<file path="src/rtl/intc_mode_pkg.sv">
package intc_mode_pkg;

  typedef enum logic [1:0] {
    MODE_OFF    = 2'd0,
    MODE_LEGACY = 2'd1,
    MODE_EXT    = 2'd2,
    MODE_BAD    = 2'd3
  } mode_e;

  localparam int unsigned WORD_W = 32;

  // A request is illegal when it asks for the extended bit without the enable bit.
  function automatic logic f_illegal(input logic en, input logic ext);
    return (!en) && ext;
  endfunction

  function automatic mode_e f_mode(input logic en, input logic ext);
    case ({en, ext})
      2'b00:   return MODE_OFF;
      2'b10:   return MODE_LEGACY;
      2'b11:   return MODE_EXT;
      default: return MODE_BAD;
    endcase
  endfunction

  function automatic logic [WORD_W-1:0] f_version_word(input logic [7:0] ver,
                                                       input logic [7:0] lvt,
                                                       input logic       deoi);
    logic [WORD_W-1:0] w;
    w        = '0;
    w[7:0]   = ver;
    w[23:16] = lvt;
    w[24]    = deoi;
    return w;
  endfunction

endpackage

</file>
<file path="src/rtl/intc_mode_state.sv">
module intc_mode_state (
  input  logic       clk_i,
  input  logic       rst_ni,
  input  logic       wr_vld_i,
  input  logic [1:0] wr_data_i,
  output logic       en_q_o,
  output logic       ext_q_o,
  output logic       wr_illegal_o,
  output logic       fault_q_o
);
  import intc_mode_pkg::*;

  logic en_q, ext_q, fault_q;
  logic req_illegal;

  assign req_illegal = f_illegal(wr_data_i[0], wr_data_i[1]);

  always_ff @(posedge clk_i or negedge rst_ni) begin
    if (!rst_ni) begin
      en_q    <= 1'b1;
      ext_q   <= 1'b0;
      fault_q <= 1'b0;
    end else begin
      fault_q <= wr_vld_i && req_illegal;
      if (wr_vld_i && !req_illegal) begin
        en_q  <= wr_data_i[0];
        ext_q <= wr_data_i[1];
      end
    end
  end

  assign en_q_o       = en_q;
  assign ext_q_o      = ext_q;
  assign wr_illegal_o = req_illegal;
  assign fault_q_o    = fault_q;
endmodule

</file>
<file path="src/rtl/intc_version_rom.sv">
module intc_version_rom #(
  parameter logic [7:0] VERSION_ID       = 8'h14,
  parameter logic [7:0] MAX_LVT_IDX      = 8'h05,
  parameter bit         HAS_DIRECTED_EOI = 1'b1
) (
  output logic [intc_mode_pkg::WORD_W-1:0] ver_word_o
);
  import intc_mode_pkg::*;

  generate
    if (HAS_DIRECTED_EOI) begin : g_deoi
      assign ver_word_o = f_version_word(VERSION_ID, MAX_LVT_IDX, 1'b1);
    end else begin : g_no_deoi
      assign ver_word_o = f_version_word(VERSION_ID, MAX_LVT_IDX, 1'b0);
    end
  endgenerate
endmodule

</file>
<file path="src/rtl/intc_mode_reg.sv">
module intc_mode_reg #(
  parameter logic [7:0] VERSION_ID       = 8'h14,
  parameter logic [7:0] MAX_LVT_IDX      = 8'h05,
  parameter bit         HAS_DIRECTED_EOI = 1'b1
) (
  input  logic        clk_i,
  input  logic        rst_ni,
  input  logic        wr_vld_i,
  input  logic [1:0]  wr_data_i,
  input  logic        rd_sel_i,
  output logic [1:0]  mode_o,
  output logic        fault_o,
  output logic [31:0] rd_data_o
);
  import intc_mode_pkg::*;

  localparam int unsigned PAD_W = WORD_W - 2;

  logic              en_q, ext_q, wr_illegal, fault_q;
  logic [WORD_W-1:0] ver_word;
  logic [WORD_W-1:0] mode_word;
  mode_e             mode_cur;

  intc_mode_state u_state (
    .clk_i       (clk_i),
    .rst_ni      (rst_ni),
    .wr_vld_i    (wr_vld_i),
    .wr_data_i   (wr_data_i),
    .en_q_o      (en_q),
    .ext_q_o     (ext_q),
    .wr_illegal_o(wr_illegal),
    .fault_q_o   (fault_q)
  );

  intc_version_rom #(
    .VERSION_ID      (VERSION_ID),
    .MAX_LVT_IDX     (MAX_LVT_IDX),
    .HAS_DIRECTED_EOI(HAS_DIRECTED_EOI)
  ) u_ver (
    .ver_word_o(ver_word)
  );

  assign mode_cur  = f_mode(en_q, ext_q);
  assign mode_word = {{PAD_W{1'b0}}, ext_q, en_q};

  assign mode_o    = mode_cur;
  assign fault_o   = fault_q;
  assign rd_data_o = rd_sel_i ? ver_word : mode_word;
endmodule

</file>
<file path="config.mk">
export PLATFORM = sky130hd
export DESIGN_NAME = intc_mode_reg
export DESIGN_NICKNAME = d
export VERILOG_FILES = /design/src/rtl/intc_mode_pkg.sv /design/src/rtl/intc_mode_state.sv /design/src/rtl/intc_version_rom.sv /design/src/rtl/intc_mode_reg.sv
export SDC_FILE = /design/constraint.sdc
export NUM_CORES = 1
export LEC_CHECK = 0
export ABC_CLOCK_PERIOD_IN_PS = 3200
export BUFFER_PORTS_ARGS = -buffer_cell sky130_fd_sc_hd__buf_2
export CAP_MARGIN = 15
export CORE_AREA = 3 3 40 42
export CTS_BUF_LIST = sky130_fd_sc_hd__clkbuf_8 sky130_fd_sc_hd__clkbuf_16
export DETAILED_ROUTE_END_ITERATION = 12
export DIE_AREA = 0 0 43 45
export PLACE_DENSITY_LB_ADDON = 0.2
export SLEW_MARGIN = 20
export SYNTH_ARGS = -nofsm -noshare
export SYNTH_HDL_FRONTEND = slang
export SYNTH_SLANG_ARGS = --single-unit
</file>
<file path="constraint.sdc">
create_clock -name clk_i -period 3.2 [get_ports clk_i]
set_input_delay 0.16 -clock clk_i [delete_from_list [all_inputs] [get_ports clk_i]]
set_output_delay 0.16 -clock clk_i [all_outputs]
set_load 0.01 [all_outputs]
</file>
# Word-level counts from Yosys, hierarchy flattened
# Index checks and enable logic that the tools add are counted.
# word_totals
reg_bits,3
latchBits,0
mem_bits_rw,0
romBits,0
input_bits,6
output_inout_bits,35
word_cells,13
memories,0
# classes
add_sub_neg,0
n_mul,0
div_mod_pow,0
n_lt_le_gt_ge,0
n_eq_ne,2
n_shift,0
mux,2
bitwise_logic,0
n_reduce_logical,6
# ops
operator,count
2-to-1 mux 25 bit,1
one-hot mux 2 bit (3 select lines),1
== test 2 bit (second input constant),2
logical AND 1 bit,3
zero test 1 bit,2
zero test 2 bit,1

# Logic depth before layout (Yosys ltp)
# Gate-level depths: netlist (run 1).
# depth
ltp_word,4
depth_mapped,3
ltp_nobuf,3

# Hierarchy
# Synthesis (run 1) repeated with hierarchy kept, for this count alone.
# hier_totals
cells_unflattened,84
area_unflattened_um2,675.6
# by_module_without_submodules
module,instances,cells_per_inst,area_per_inst_um2,seq_area_each_um2
intc_mode_reg,1,40,301.5,0.0
intc_version_rom,1,34,247.7,0.0
intc_mode_state,1,10,126.4,76.3

# Least setup slack after synthesis (run 1)
# No wires, ideal clock.
# synth_path
kind,flip-flop to output port
start,register u_state.en_q (netlist: u_state.en_q_o)
end,output mode_o[1]
t_arrival_ns,1.060
required_ns,3.040
path_slack_ns,1.980
path_stages_with_launch,4
n_path_buf,0
cell_sequence,dfstp_2 > inv_1 > ha_1 > or2_2
# synth_via
elab_chain_len,2
elab_cells_between_ends,4
cone_classes,2 x eq/ne; 1 x mux; 1 x reduce/logical
# synth_lines
element,line,rtl
start: declaration,intc_mode_state.sv:13,"logic en_q, ext_q, fault_q;"
start signal: assignment,intc_mode_state.sv:26,en_q <= wr_data_i[0];
== test 2 bit / zero test 2 bit (equally long branches),intc_mode_pkg.sv:18,"case ({en, ext})"
one-hot mux 2 bit (3 select lines) (*),intc_mode_pkg.sv:18,
end: declaration,intc_mode_reg.sv:11,"output logic [1:0] mode_o,"
# Mark *: on every way between the ends. The rest lies on a longest branch, timed or not.

# Worst setup path after layout (run 1)
# Ends and elaborated chain as after synthesis.

==> results of run 1 <==
[flip-flops by register name, summed over array words and instances (netlist names)]
name and count:
u_state.en_q_o 1, u_state.ext_q_o 1, u_state.fault_q_o 1
[what timing repair did]
action,in CTS,in global routing
hold endpoints to repair,3,0
gates resized for setup,0,0
hold buffers,1,0
[final timing paths]
kind	startpoint	end	slack, ns	cells past startpoint
worst max-delay path	u_state.en_q_o	mode_o[1]	1.63	4
max in group asynchronous	rst_ni	u_state.en_q_o	2.72	2
min in group asynchronous	rst_ni	u_state.ext_q_o	0.28	2
worst max register to register	u_state.en_q_o	u_state.en_q_o	2.41	2
worst min register to register	u_state.en_q_o	u_state.en_q_o	0.54	2
worst min-delay path	wr_data_i[0]	u_state.en_q_o	0.18	3
[cells in the mapped netlist]
cell | number | area (µm²)
buf_4 | 30 | 225.2
dfrtp_1 | 2 | 50.05
ha_1 | 2 | 25.02
inv_1 | 2 | 7.510
nor2_1 | 2 | 7.510
a21oi_1 | 1 | 5.000
and3b_2 | 1 | 10.01
conb_1 | 1 | 3.750
dfstp_2 | 1 | 26.28
nand2_1 | 1 | 3.750
nor2b_1 | 1 | 6.260
nor2b_4 | 1 | 13.76
o21ai_2 | 1 | 8.760
or2_2 | 1 | 6.260
[worst max-delay path, cell delays in order, from the launching register on]
cell     delay, ns
dfstp_2       0.52
inv_1         0.07
ha_1          0.19
or2_2         0.28
buf_2         0.14
[placed cells by master (no fill, tap or decap), drive strengths merged]
cell type and n:
dlygate4sd3 1, clkbuf 3, o21ai 1, nor2b 2, or2 1, buf 15, a21oi 1, nand2 1
conb 25, nor2 2, inv 3, ha 2, dfrtp 2, dfstp 1, and3b 1
[power by group]
group / leakage [nW] / switching, mW / internal (mW)
Combinational: 0.206 / 0.0323 / 0.0173
Clock: 0.0269 / 0.0228 / 0.0814
Sequential: 0.0360 / 0.00234 / 0.0427
Total: 0.268 / 0.0574 / 0.141
[logic make-up after synthesis]
logic type	share of synthesized area, %
simple gates	11.91
other cells	0.9395
buf+inv	58.31
compound gates	3.447
flops	19.12
fa+ha+maj	6.269
[cell type report]
| cell class | count | area (µm²) |
|---|---|---|
| Multi-Input combinational cell | 36 | 180.2 |
| Clock inverter | 1 | 3.754 |
| Fill cell | 152 | 872.1 |
| Timing Repair Buffer | 16 | 85.08 |
| Inverter | 2 | 7.507 |
| Sequential cell | 3 | 76.32 |
| Tap cell | 15 | 18.77 |
| Clock buffer | 3 | 41.29 |
[through the flow]
| step | setup WS, ns | hold WS [ns] | utilization (%) |
|---|---|---|---|
| finish | 1.631 | 0.1756 | 32.13 |
| CTS | 1.621 | 0.1748 | 32.13 |
| global placement | 1.856 | -0.04318 | 27.85 |
| floorplan | 1.980 | -0.1356 | - |
| global route | 1.572 | 0.2072 | 32.13 |
| detailed placement | 1.851 | -0.04072 | 27.85 |
[layer usage]
| metal | share of wire [%] | up-vias |
|---|---|---|
| met5 | 0 | - |
| met4 | 0 | 0 |
| met3 | 22 | 0 |
| met2 | 43 | 24 |
| met1 | 35 | 94 |
| li1 | - | 116 |
==> results.sh, run 1 <==
export IMPL_syn_cell_area_um2=399.1
export IMPL_drv_cap=0
export IMPL_drt_wl_total_um=542
export IMPL_drtPass1Iterations=2
export IMPL_crit_path_end_kind="output pin"
export IMPL_drc_errors=0
export IMPL_n_antenna_cell=0
export IMPL_vdd_drop_max_mv=0.1314
export IMPL_yosysWarnings=0
export IMPL_clock_latency_ns=0.21
export IMPL_gp_congestion=0.6665
export IMPL_grt_pass1_wl_um=676
export IMPL_critPathKind="reg -> out"
export IMPL_hold_class="in -> reg"
export IMPL_critPathLaunchType="register"
export IMPL_netlist_instances=47
export IMPL_crit_required_ns=3.04
export IMPL_stdcell_count=76
export IMPL_cts_root_buf="clkbuf_8"
export IMPL_port_buffers=15
export IMPL_status="complete, no violations"
export IMPL_power_leakage_nw=0.2684
export IMPL_num_nets_final=70
export IMPL_powerDensity_mw_per_mm2=481.6
export IMPL_grt_max_degree=8
export IMPL_avgSynthCellArea_um2=8.492
export IMPL_syn2layout_area_growth_pct=3.448
export IMPL_clockBufferDepth=2
export IMPL_synth_seq_cells=3
export IMPL_postCtsSetupBuffers=0
export IMPL_cts_num_sinks=3
export IMPL_critPathArrivalTime_ns=1.41
export IMPL_grt_antenna_before_repair=0
export IMPL_fin_crit_sh_pct=49.03
export IMPL_setup_viol=0
export IMPL_overflow=0
export IMPL_ios=41
export IMPL_final_area_um2=412.9
export IMPL_drtIter0Drc=1
export IMPL_wl_per_cell_um=7.132
export IMPL_tns_ns=0
export IMPL_synth_seq_area_share_pct=19.12
export IMPL_rsz0062_at_grt="no"
export IMPL_via_per_inst=3.079
export IMPL_post_dp_cell_area_um2=357.8
export IMPL_coreArea_mm2=0.001285
export IMPL_maxSlewViolCount=0
export IMPL_dp_cells=71
export IMPL_die_area_mm2=0.001935
export IMPL_grt_pass1_vias=175
export IMPL_met2_usage_pct=6.886
export IMPL_die_x_um=43
export IMPL_finalPower_mw=0.1989
export IMPL_fp_row_count=13
export IMPL_synth_distinct_cells=14
export IMPL_finalHoldViolCount=0
export IMPL_drt_antenna_violating_nets=0
export IMPL_num_vias=234
export IMPL_track_usage_pct=5.088
export IMPL_clk_pin_slew_ns=0.03
export IMPL_numCtsBuffers=3
export IMPL_fin_skew_ns=0
export IMPL_top_usage_layer="met4"
export IMPL_drive_gt1_share_pct=37.70
export IMPL_initial_core_util_pct=31.06
export IMPL_die_h_um=45
export IMPL_htree_num_levels=1
export IMPL_fmax_mhz=637.4
export IMPL_cts_tree="done"
export IMPL_use_met3_pct=1.594
export IMPL_use_met1_pct=5.327
export IMPL_crit_fanout=3
export IMPL_finalCriticalPeriod_ns=1.569
Note: power is estimated with default switching activity, not from simulation.
==> run 2, diff against run 1 <==
Settings changed: ABC_CLOCK_PERIOD_IN_PS 3200 to 1600.
Clock period 3.2 ns to 1.6 ns, I/O delays scaled along.
==> results.sh, run 2 (same netlist as run 1, synthesis figures left out) <==
export IMPL_ios=41
export IMPL_postCtsSetupBuffers=0
export IMPL_grt_pass1_wl_um=717
export IMPL_critPathLaunchType="register"
export IMPL_post_dp_cell_area_um2=357.8
export IMPL_wl_per_cell_um=7.132
export IMPL_cts_num_sinks=3
export IMPL_reg2reg_to="u_state.en_q_o"
export IMPL_finalPower_mw=0.4018
export IMPL_hold_start="wr_data_i[0]"
export IMPL_fin_crit_sh_pct=93.57
export IMPL_drive_gt1_share_pct=37.70
export IMPL_path_cells="inv_1, ha_1, or2_2, buf_2"
export IMPL_final_area_um2=412.9
export IMPL_dp_cells=71
export IMPL_stdcell_count=76
export IMPL_layout_common_cells="conb_1, buf_2, inv_1, clkbuf_8"
export IMPL_critPathArrivalTime_ns=1.42
export IMPL_die_area_mm2=0.001935
export IMPL_setup_viol=0
export IMPL_drt_wl_total_um=542
export IMPL_gp_congestion=0.6529
export IMPL_timing_rr_start="u_state.en_q_o"
export IMPL_crit_required_ns=1.52
export IMPL_drt_antenna_violating_nets=0
export IMPL_finalCriticalPeriod_ns=1.497
export IMPL_die_x_um=43
export IMPL_worstHoldEndpoint="u_state.en_q_o"
export IMPL_die_h_um=45
export IMPL_maxSlewViolCount=0
export IMPL_fin_util_pct=32.13
export IMPL_via_per_inst=3.092
export IMPL_htree_num_levels=1
export IMPL_tns_ns=0
export IMPL_cts_tree="done"
export IMPL_clockBufferDepth=2
export IMPL_critPathKind="reg -> out"
export IMPL_drv_cap=0
export IMPL_overflow=0
export IMPL_fin_ws_ns=0.1028
export IMPL_port_buffers=15
export IMPL_drc_errors=0
export IMPL_drtPass1Iterations=2
export IMPL_fin_worst_hold_slack_ns=0.09516
export IMPL_hold_class="in -> reg"
export IMPL_grt_max_degree=8
export IMPL_initial_core_util_pct=31.06
export IMPL_cpMaxStageDelayCell="dfstp_2"
export IMPL_dpl_worst_slack_ns=0.3189
export IMPL_cpPeakStageDelay_ns=0.52
export IMPL_reg2regPathDepth=2
export IMPL_cts_repair_resized=0
export IMPL_grt_antenna_before_repair=0
export IMPL_hold_path_depth=3
export IMPL_grt_pass1_vias=168
export IMPL_clk_pin_slew_ns=0.03
export IMPL_num_vias=235
export IMPL_power_leakage_nw=0.2684
export IMPL_rsz0062_at_grt="no"
export IMPL_crit_path_end_kind="output pin"
export IMPL_drtIter0Drc=1
export IMPL_syn2layout_area_growth_pct=3.448
export IMPL_n_antenna_cell=0
export IMPL_r2r_slack_ns=0.81
export IMPL_finalHoldViolCount=0
export IMPL_clock_latency_ns=0.21
export IMPL_crit_fanout=3
export IMPL_final_common_cell="conb_1"
export IMPL_powerDensity_mw_per_mm2=973.1
export IMPL_cts_root_buf="clkbuf_8"
export IMPL_numCtsBuffers=3
export IMPL_status="complete, no violations"
export IMPL_fmax_mhz=667.9
export IMPL_vdd_drop_max_mv=0.2397
export IMPL_track_usage_pct=5.848
export IMPL_coreArea_mm2=0.001285
export IMPL_num_nets_final=70
export IMPL_fp_row_count=13
export IMPL_fin_skew_ns=0
## run 2: power breakdown
| group | switching [mW] | internal, mW | leakage [nW] |
|---|---|---|---|
| Clock | 0.0492 | 0.163 | 0.0269 |
| Combinational | 0.0640 | 0.0347 | 0.206 |
| Sequential | 0.00527 | 0.0853 | 0.0360 |
| Total | 0.119 | 0.283 | 0.268 |
## run 2: layout make-up
type,count,area (µm²)
fill,146,872.1
sequential,3,76.32
tap,15,18.77
clock inverter,1,3.754
inverter,2,7.507
clock buffer,3,41.29
multi-input combinational,36,180.2
timing repair buffer,16,85.08
## run 2: how the worst max path moves through the flow
stage,depth (start not counted),startpoint,to
global route,4,u_state.en_q_o,mode_o[1]
CTS,4,u_state.en_q_o,mode_o[1]
detailed placement,4,u_state.en_q_o,mode_o[1]
finish,4,u_state.en_q_o,mode_o[1]
global placement,4,u_state.en_q_o,mode_o[1]
floorplan,3,u_state.en_q_o,mode_o[1]
## run 2: repair_timing
action,4_1_cts,5_1_grt
endpoints found under the hold margin,3,0
setup endpoints to repair,0,0
hold buffers,1,0
## run 2: layer usage
metal | GRT usage (%) | wire length, µm | up-vias | share of wire [%]
met5 | 0 | 0 | - | 0
met4 | 9.036 | 14 | 0 | 2.6
met3 | 4.382 | 123 | 2 | 23
met2 | 5.988 | 225 | 26 | 42
met1 | 5.839 | 178 | 93 | 33
li1 | - | - | 114 | -
## run 2: worst max-delay path, delay by kind of cell, from the launching register on
family | cells | cell delay (ns)
simple gates | 1 | 0.28
buf+inv | 2 | 0.22
flops | 1 | 0.52
fa+ha+maj | 1 | 0.19
